$ cat config.mk
export PLATFORM = sky130hd
export DESIGN_NAME = dma_chain_walker
export DESIGN_NICKNAME = d
export VERILOG_FILES = /design/src/rtl/dcw_pkg.sv /design/src/rtl/dcw_addr_gen.sv /design/src/rtl/dcw_wb_fmt.sv /design/src/rtl/dma_chain_walker.sv
export SDC_FILE = /design/constraint.sdc
export NUM_CORES = 1
export LEC_CHECK = 0
export BUFFER_PORTS_ARGS = -buffer_cell sky130_fd_sc_hd__buf_2
export CORE_MARGIN = 4
export CORE_UTILIZATION = 60
export DETAILED_ROUTE_END_ITERATION = 12
export PLACE_DENSITY = 0.86
export SLEW_MARGIN = 5
export SYNTH_ARGS = -nofsm -noshare
export SYNTH_HDL_FRONTEND = slang
export SYNTH_SLANG_ARGS = --single-unit
export TNS_END_PERCENT = 100
$ cat constraint.sdc
create_clock -name clk -period 9.1 [get_ports clk]
set_input_delay 1.82 -clock clk [delete_from_list [all_inputs] [get_ports clk]]
set_output_delay 1.82 -clock clk [all_outputs]
set_load 0.005 [all_outputs]
$ cat src/rtl/dcw_pkg.sv
package dcw_pkg;

  typedef enum logic [2:0] {
    S_IDLE, S_FPTR, S_STAT, S_CNT, S_ADR, S_XFER, S_PAD, S_WB
  } walk_st_e;

  localparam int unsigned SIZE_W     = 16;
  localparam int unsigned LAST_BIT   = 31;
  localparam int unsigned DONE_BIT   = 14;
  localparam int unsigned RDY_HI     = 13;
  localparam int unsigned RDY_LO     = 12;
  localparam int unsigned EOC_BIT    = 11;
  localparam int unsigned RXERR_BIT  = 10;

  // byte count rounded up to whole 32-bit words
  function automatic logic [31:0] words_of(input logic [31:0] nbytes);
    return (nbytes + 32'd3) >> 2;
  endfunction

  // control field as written back at frame completion
  function automatic logic [15:0] done_ctl(input logic [15:0] ctl, input logic rx_err);
    logic [15:0] c;
    c = ctl;
    c[RDY_HI]   = 1'b0;
    c[RDY_LO]   = 1'b0;
    c[DONE_BIT] = 1'b1;
    if (rx_err) c[RXERR_BIT] = 1'b1;
    return c;
  endfunction

endpackage

$ cat src/rtl/dcw_addr_gen.sv
module dcw_addr_gen
  import dcw_pkg::*;
#(
  parameter int unsigned AW  = 16,
  parameter int unsigned FIW = 4
) (
  input  walk_st_e       st,
  input  logic [AW-1:0]  base,
  input  logic [FIW-1:0] fidx,
  input  logic [AW-1:0]  xaddr,
  output logic [AW-1:0]  addr
);
  logic [AW-1:0] pair_off;

  assign pair_off = AW'({fidx, 1'b0});

  always_comb begin
    case (st)
      S_FPTR:  addr = base;
      S_STAT:  addr = base + AW'(1);
      S_WB:    addr = base + AW'(1);
      S_CNT:   addr = base + AW'(2) + pair_off;
      S_ADR:   addr = base + AW'(3) + pair_off;
      S_XFER:  addr = xaddr;
      default: addr = base;
    endcase
  end
endmodule

$ cat src/rtl/dcw_wb_fmt.sv
module dcw_wb_fmt
  import dcw_pkg::*;
#(
  parameter int unsigned CW = 16
) (
  input  logic [15:0]     ctl,
  input  logic [15:0]     size,
  input  logic [CW-1:0]   total_w,
  input  logic            rx,
  input  logic            rx_err,
  output logic [31:0]     word
);
  logic [15:0] rx_bytes;

  assign rx_bytes = 16'(total_w << 2);
  assign word     = {(rx ? rx_bytes : size), done_ctl(ctl, rx_err)};
endmodule

$ cat src/rtl/dma_chain_walker.sv
module dma_chain_walker
  import dcw_pkg::*;
#(
  parameter int unsigned AW              = 16,
  parameter int unsigned MAX_FRAGS       = 10,
  parameter int unsigned MIN_FRAME_BYTES = 64,
  parameter int unsigned CW              = 16
) (
  input  logic          clk,
  input  logic          rst_n,
  input  logic          cmd_go,
  input  logic          cmd_stop,
  input  logic [AW-1:0] cmd_addr,
  input  logic          cfg_rx,
  input  logic          cfg_one_frag,
  output logic          busy,
  output logic          done_evt,
  output logic          eoc_evt,
  output logic          mem_req,
  output logic          mem_we,
  output logic [AW-1:0] mem_addr,
  output logic [31:0]   mem_wdata,
  input  logic          mem_gnt,
  input  logic [31:0]   mem_rdata,
  output logic          st_out_valid,
  output logic [31:0]   st_out_data,
  input  logic          st_in_valid,
  input  logic [31:0]   st_in_data,
  input  logic          st_in_last,
  output logic          st_in_ready
);
  localparam int unsigned FIW  = (MAX_FRAGS > 1) ? $clog2(MAX_FRAGS) : 1;
  localparam int unsigned MINW = MIN_FRAME_BYTES / 4;

  walk_st_e       state;
  logic [AW-1:0]  base, fptr, xaddr;
  logic [15:0]    ctl, size;
  logic [FIW-1:0] fidx;
  logic           cnt_last, rx_q, one_q, rx_err, stop_pend;
  logic [CW-1:0]  words_left, total_w;

  // named internal events
  logic           acc, xfer_beat, frag_fin, rx_last_beat, final_frag;
  logic [CW-1:0]  tot_now;
  walk_st_e       af_state;
  logic           af_err, af_inc;
  logic [31:0]    wb_word;

  dcw_addr_gen #(.AW(AW), .FIW(FIW)) u_addr (
    .st(state), .base(base), .fidx(fidx), .xaddr(xaddr), .addr(mem_addr)
  );

  dcw_wb_fmt #(.CW(CW)) u_fmt (
    .ctl(ctl), .size(size), .total_w(total_w), .rx(rx_q), .rx_err(rx_err), .word(wb_word)
  );

  always_comb begin
    case (state)
      S_FPTR, S_STAT, S_CNT, S_ADR, S_WB: mem_req = !stop_pend;
      S_XFER:  mem_req = rx_q ? st_in_valid : 1'b1;
      default: mem_req = 1'b0;
    endcase
  end

  assign mem_we       = (state == S_WB) || (state == S_XFER && rx_q);
  assign mem_wdata    = (state == S_WB) ? wb_word : st_in_data;
  assign acc          = mem_req && mem_gnt;
  assign xfer_beat    = (state == S_XFER) && acc;
  assign rx_last_beat = xfer_beat && rx_q && st_in_last;
  assign frag_fin     = xfer_beat && ((words_left == CW'(1)) || rx_last_beat);
  assign final_frag   = cnt_last || (fidx == FIW'(MAX_FRAGS - 1)) || (rx_q && one_q);
  assign tot_now      = xfer_beat ? total_w + CW'(1) : total_w;
  assign busy         = (state != S_IDLE);
  assign st_in_ready  = xfer_beat && rx_q;
  assign st_out_valid = (xfer_beat && !rx_q) || (state == S_PAD && !stop_pend);
  assign st_out_data  = (state == S_XFER) ? mem_rdata : 32'd0;

  // where to go once a fragment has been handled
  always_comb begin
    af_state = S_CNT;
    af_err   = 1'b0;
    af_inc   = 1'b0;
    if (stop_pend || cmd_stop) begin
      af_state = S_IDLE;
    end else if (rx_last_beat) begin
      af_state = S_WB;
    end else if (final_frag) begin
      if (rx_q) begin
        af_state = S_WB;
        af_err   = 1'b1;
      end else begin
        af_state = (tot_now < CW'(MINW)) ? S_PAD : S_WB;
      end
    end else begin
      af_inc = 1'b1;
    end
  end

  always_ff @(posedge clk) begin
    if (!rst_n) begin
      state      <= S_IDLE;
      base       <= '0;
      fptr       <= '0;
      xaddr      <= '0;
      ctl        <= '0;
      size       <= '0;
      fidx       <= '0;
      cnt_last   <= 1'b0;
      rx_q       <= 1'b0;
      one_q      <= 1'b0;
      rx_err     <= 1'b0;
      stop_pend  <= 1'b0;
      words_left <= '0;
      total_w    <= '0;
      done_evt   <= 1'b0;
      eoc_evt    <= 1'b0;
    end else begin
      done_evt <= 1'b0;
      eoc_evt  <= 1'b0;
      if (cmd_stop && state != S_IDLE) stop_pend <= 1'b1;
      case (state)
        S_IDLE: begin
          stop_pend <= 1'b0;
          if (cmd_go) begin
            base  <= cmd_addr;
            rx_q  <= cfg_rx;
            one_q <= cfg_one_frag;
            state <= S_FPTR;
          end
        end
        S_FPTR: begin
          if (stop_pend) state <= S_IDLE;
          else if (acc) begin
            fptr  <= mem_rdata[AW-1:0];
            state <= S_STAT;
          end
        end
        S_STAT: begin
          if (stop_pend) state <= S_IDLE;
          else if (acc) begin
            ctl  <= mem_rdata[15:0];
            size <= mem_rdata[31:16];
            if (mem_rdata[RDY_HI:RDY_LO] != 2'b11) begin
              state   <= S_IDLE;
              eoc_evt <= 1'b1;
            end else begin
              fidx    <= '0;
              total_w <= '0;
              rx_err  <= 1'b0;
              state   <= S_CNT;
            end
          end
        end
        S_CNT: begin
          if (stop_pend) state <= S_IDLE;
          else if (acc) begin
            cnt_last   <= mem_rdata[LAST_BIT];
            words_left <= CW'(words_of(32'(mem_rdata[CW-1:0])));
            state      <= S_ADR;
          end
        end
        S_ADR: begin
          if (stop_pend) state <= S_IDLE;
          else if (acc) begin
            xaddr <= mem_rdata[AW-1:0];
            if (words_left == '0) begin
              state <= af_state;
              if (af_err) rx_err <= 1'b1;
              if (af_inc) fidx <= fidx + FIW'(1);
            end else begin
              state <= S_XFER;
            end
          end
        end
        S_XFER: begin
          if (xfer_beat) begin
            xaddr      <= xaddr + AW'(1);
            words_left <= words_left - CW'(1);
            total_w    <= tot_now;
            if (frag_fin) begin
              state <= af_state;
              if (af_err) rx_err <= 1'b1;
              if (af_inc) fidx <= fidx + FIW'(1);
            end
          end
        end
        S_PAD: begin
          if (stop_pend) state <= S_IDLE;
          else begin
            total_w <= total_w + CW'(1);
            if (total_w + CW'(1) >= CW'(MINW)) state <= S_WB;
          end
        end
        S_WB: begin
          if (stop_pend) state <= S_IDLE;
          else if (acc) begin
            done_evt <= 1'b1;
            if (ctl[EOC_BIT] || fptr == '0) begin
              state   <= S_IDLE;
              eoc_evt <= 1'b1;
            end else begin
              base  <= fptr;
              state <= S_FPTR;
            end
          end
        end
        default: state <= S_IDLE;
      endcase
    end
  end


  hold_addr_chk: assert property (@(posedge clk) disable iff (!rst_n)
    (mem_req && !mem_gnt) |=> (!mem_req || $stable(mem_addr)));


  idle_quiet_chk: assert property (@(posedge clk) disable iff (!rst_n)
    !busy |-> (!mem_req && !st_out_valid));


  done_src_chk: assert property (@(posedge clk) disable iff (!rst_n)
    done_evt |-> $past(mem_req && mem_we && mem_gnt));


  pad_min_chk: assert property (@(posedge clk) disable iff (!rst_n)
    (done_evt && !rx_q) |-> (total_w >= CW'(MINW)));


  fidx_range_chk: assert property (@(posedge clk) disable iff (!rst_n)
    busy |-> (fidx < FIW'(MAX_FRAGS)));


  eoc_idle_chk: assert property (@(posedge clk) disable iff (!rst_n)
    eoc_evt |-> !busy);

endmodule

======== Word level (Yosys, flattened, before mapping) ========
Index checks and enable logic that the tools add are counted.
storage, ports and cells
  flip-flop bits (word level) ............. 126
  logic and storage cells ................. 190
  ROM bits ................................ 0
  RAM bits ................................ 0
  input bits .............................. 89
  memories ................................ 0
  bits in latches ......................... 0
cells by class
  eq/ne operators ......................... 31
  reduce and logical (&&, ||, !) cells .... 42
  add/sub/neg operators ................... 10
  $lt $le $gt $ge ......................... 2
  multipliers ............................. 0
  shift operators ......................... 0
  multiplexer cells ....................... 86
  bitwise gates (word level) .............. 3
  divide/modulo/power cells ............... 0
operators with widths
  operator                                                                               count
  16-bit two-way mux                                                                     17
  16-bit one-hot mux with 2 select lines                                                 3
  32-bit two-way mux                                                                     2
  16-bit one-hot mux with 4 select lines                                                 1
  3-bit two-way mux                                                                      19
  16-bit by 1-bit adder with 16-bit output (second input constant)                       3
  16-bit one-hot mux with 3 select lines                                                 1
  4-bit two-way mux                                                                      9
  16-bit by 2-bit adder with 16-bit output (second input constant)                       2
  16-bit by 5-bit adder with 16-bit output                                               2
  16-bit logical NOT                                                                     2
  2-bit != test (second input constant)                                                  16
  1-bit two-way mux                                                                      28
  3-bit one-hot mux with 8 select lines                                                  1
  9-bit AND reduction                                                                    2
  16-bit by 2-bit adder with 17-bit output (second input constant)                       1
  16-bit by 1-bit equality test with 1-bit output (second input constant)                1
  16-bit by 5-bit greater-or-equal comparator with 1-bit output (second input constant)  1
  16-bit by 5-bit < comparator with 1-bit output (second input constant)                 1
  16-bit by 1-bit subtractor with 16-bit output (second input constant)                  1
  3-bit != test (second input constant)                                                  5
  3-bit equality test (second input constant)                                            4
  4-bit one-hot mux with 3 select lines                                                  1
  1-bit logical AND                                                                      10
  other kinds (22)                                                                       41

======== Depth between registers and ports, before layout ========
  depth after elaboration ................. 16
  depth in mapped cells ................... 13

======== Modules after synthesis ========
A second synthesis with hierarchy kept.
second synthesis, totals
  cell total of the unflattened synthesis .. 1,286
  area total of the unflattened synthesis .. 9,616.7 sq um
modules (own cells, without submodules)
  module            times used  area each (sq um)  sequential area each (sq um)  cells an instance
  dma_chain_walker  1           7,407.1            2,522.4                       956
  dcw_addr_gen      1           1,846.8            0.0                           294
  dcw_wb_fmt        1           362.8              0.0                           36

======== Worst setup path before layout ========
No wires, ideal clock.
  kind .................................... input port to output port
  from .................................... input st_in_valid
  to ...................................... output st_in_ready
  required time ........................... 7,280 ps
  stages on the path ...................... 5
  path slack .............................. 4,684 ps
  data arrival time ....................... 2,596 ps
  buffers on the path ..................... 2
  cell sequence ........................... nand2b_1 -> and3_1 -> buf_4 -> buf_6 -> and2_1
on the way
  word-level cells in the longest chain between the ends .. 5
ends and longest elaborated chain
  element                                RTL line                text
  start: declaration                     dma_chain_walker.sv:27  input logic st_in_valid,
  1-bit two-way mux                      dma_chain_walker.sv:60  S_XFER: mem_req = rx_q ? st_in_valid : 1'b1;
  1-bit one-hot mux with 2 select lines  dma_chain_walker.sv:58  case (state)
  1-bit logical AND                      dma_chain_walker.sv:67  assign acc = mem_req && mem_gnt;
  1-bit logical AND                      dma_chain_walker.sv:68  assign xfer_beat = (state == S_XFER) && acc;
  1-bit logical AND                      dma_chain_walker.sv:74  assign st_in_ready = xfer_beat && rx_q;
  end: declaration                       dma_chain_walker.sv:30  output logic st_in_ready
Every way passes these cells.

======== Worst setup path after layout ========
  from .................................... register base[1]
  to ...................................... output mem_addr[9]
on the way
  word-level cells in the longest chain between the ends .. 3
  elaborated cells on any way between the ends .. 6
  those cells by class .................... add/sub: 5; mux: 1
ends and longest elaborated chain
  element                                                      RTL line                                text
  start: declaration                                           dma_chain_walker.sv:36                  logic [AW-1:0] base, fptr, xaddr;
  start signal: assignment                                     dma_chain_walker.sv:125                 base <= cmd_addr;
  start signal: assignment                                     dma_chain_walker.sv:202                 base <= fptr;
  16-bit by 2-bit adder with 16-bit output (on tied branches)  dcw_addr_gen.sv:23, dcw_addr_gen.sv:22
  16-bit by 5-bit adder with 16-bit output (on tied branches)  dcw_addr_gen.sv:23, dcw_addr_gen.sv:22
  16-bit one-hot mux with 4 select lines (*)                   dcw_addr_gen.sv:18                      case (st)
  end: declaration                                             dma_chain_walker.sv:21                  output logic [AW-1:0] mem_addr,
Every way passes the cells marked *; elsewhere a longest branch is shown, timed or not.

==> impl_metrics.ini <==
[global_route]
grt_use_total = 0.3140
grt_max_degree = 87
antenna_found_initial = 0
grt-ovfl-total = 0
grt_pass1_wl_mm = 42.72
first_global_vias = 8450

[placement]
io_buffers = 175
gp_congestion = 0.9400
pre_cts_ws_ps = 4321
dp_hpwl_mm = 18.94

[timing]
relSlewSlack = 0.2540
fin_skew_ps = 7.773
finalSetupTns_ps = 0
rsz0062_at_grt = no
post-route-period-util = 0.5694
fmax_mhz = 193.0
setup_violations = 0
setup_slack_ps = 3919
fin_crit_ps = 5181
hold_viol = 0
maxSlewViolCount = 0
tightest_slew_ps = 1116

[clock_network]
cts_repair_resize_count = 0
clkTransAtPathRegs_ps = 60
numCtsBuffers = 17
cts_max_path_buffers = 2
post_cts_buffers = 0
cts-root-buf = clkbuf_16
clock-sinks = 123
postCtsHoldBufs = 0
clk_latency_ps = 420
h-tree-depth = 4
cts_tree = done

[run_status]
outcome = finished, final reports clean

[route]
first_pass_iters = 6
ant_nets = 0
wl_mm = 27.07
drc = 0
drt_iter0_drc = 1221
wire_per_inst_um = 18.23
drt-vias-per-instance = 6.286
via_count = 9335

[worst_setup_path]
start_kind = flop
crit_path_max_fanout = 7
cp_data_arrival_time_ps = 3360
critPathKind = reg2out
crit_required_ps = 7280
cp-end-kind = primary output

[yosys]
syn_avg_cell_area_um2 = 7.544
ys_warn_count = 0
synth_cell_type_count = 79
async_flop_share = 0
synth_seq_cells = 123
synth_top_area_cell = dfxtp_1
synth-main-ff-cell = dfxtp_1
netlist.area_leader.share = 0.2766
syn-num-nets = 1288
seq_area_frac_synth = 0.2766
synth_edf_count = 0
synthCells = 1180
synthTopCellsByArea = dfxtp_1 28%, nand2_1 8.0%, mux2i_1 6.2%
syn-cell-area_mm2 = 0.008902

[die]
initial_core_util = 0.6125
rows = 44
core_area_mm2 = 0.01453
ios = 176
dieArea_mm2 = 0.01685
dieHeight_um = 129.8
dieWidth_um = 129.8

[hold_path]
hold_class = reg2reg

[finish]
layout_commonest_cell = nand2_1
drive_gt1_frac = 0.1968
area_delta_synth_final_pct = 15.56
nets = 1396
n_antenna_cell = 0
final_cell_mix = 188 x nand2_1, 175 x buf_2, 123 x dfxtp_1, 90 x o21ai_0, 75 x nor2_1

[power_and_ir_drop]
p_leak_nw = 4.483
ir_worst_vdd_uv = 161.6
power_density_mw_per_mm2 = 219.0

[run]
cap_violations = 0
where the power goes:
part           total [mW]  internal [mW]  switching, mW
Combinational       0.861          0.331          0.530
Sequential          0.694          0.601         0.0926
Clock               0.698          0.439          0.259
Yosys cell counts (all sizes together), types with 5 or more instances:
library cell	number
a211oi	7
a21boi	39
a21o	8
a21oi	66
a22oi	7
a31oi	10
a41oi	5
and2	49
and3	20
buf	28
clkbuf	69
dfxtp	123
ha	17
inv	21
mux2	12
mux2i	55
nand2	189
nand2b	8
nand3	35
nand4	18
nor2	76
nor2b	26
nor3	22
nor3b	5
nor4	17
o211a	19
o211ai	12
o21a	7
o21ai	90
o221a	8
o221ai	5
or3	8
xnor2	22
xor2	14
metrics by stage:
stage	power, mW	util	instance area [µm²]	hold WS [ps]	cells
finish	2.253	0.7078	10290	464.9	1485
CTS	2.235	0.7078	10290	464.6	1485
global placement	1.522	0.6660	9679	449.5	1453
floorplan	1.286	-	8902	425.7	1180
detailed placement	1.537	0.6660	9679	457.1	1453
global route	2.366	0.7078	10290	490.7	1485
final timing paths:
| path | from | end | slack [ps] | depth (start not counted) |
|---|---|---|---|---|
| hold / removal | size[7] | size[7] | 460 | 2 |
| hold reg to reg | size[7] | size[7] | 460 | 2 |
| setup / recovery | base[1] | mem_addr[9] | 3920 | 13 |
| setup reg to reg | state[1] | fptr[12] | 5410 | 7 |
cell families after synthesis:
| logic type | after synthesis | share of synthesized area |
|---|---|---|
| AND/OR/NAND/NOR | 486 | 0.2738 |
| AO/OA/AOI/OAI | 326 | 0.2488 |
| flip-flops | 123 | 0.2766 |
| buffers and inverters | 120 | 0.05664 |
| multiplexers | 67 | 0.07702 |
| XOR/XNOR | 36 | 0.03542 |
| adder cells (fa/ha/maj) | 22 | 0.03176 |
area by class of cell:
type	instances	area, µm²
inverter	23	86.33
fill	1162	4247
clock buffer	19	442.9
multi-input combinational	937	5942
timing repair buffer	186	958.4
clock inverter	13	165.2
sequential	123	2462
tap	184	230.2
worst max-delay path, cell delays in order (launching register included):
cell       delay (ps)
dfxtp_1           480
inv_1              80
ha_1              310
inv_1              50
ha_1              200
fa_1              430
a21o_1            210
a21o_1            200
a21oi_1           250
nor3_1             70
a211oi_1          260
a2bb2oi_1         180
o21ai_0            90
buf_2             130
state kept, by name, summed over array words and instances, names as in the netlist:
| register | count |
|---|---|
| one_q | 1 |
| total_w | 16 |
| fidx | 4 |
| rx_err | 1 |
| base | 16 |
| state | 3 |
| words_left | 16 |
| stop_pend | 1 |
| cnt_last | 1 |
| ctl | 13 |
| fptr | 16 |
| done_evt | 1 |
| size | 16 |
| xaddr | 16 |
| eoc_evt | 1 |
| rx_q | 1 |
metal layers:
metal  GRT usage  wire [µm]  part of all wire
met1      0.4360      11390              0.42
met2      0.4965      12660              0.47
met3     0.06427       2504             0.093
met4     0.09046        514             0.019
met5           0          0                 0
(Power assumes the default switching activity.)
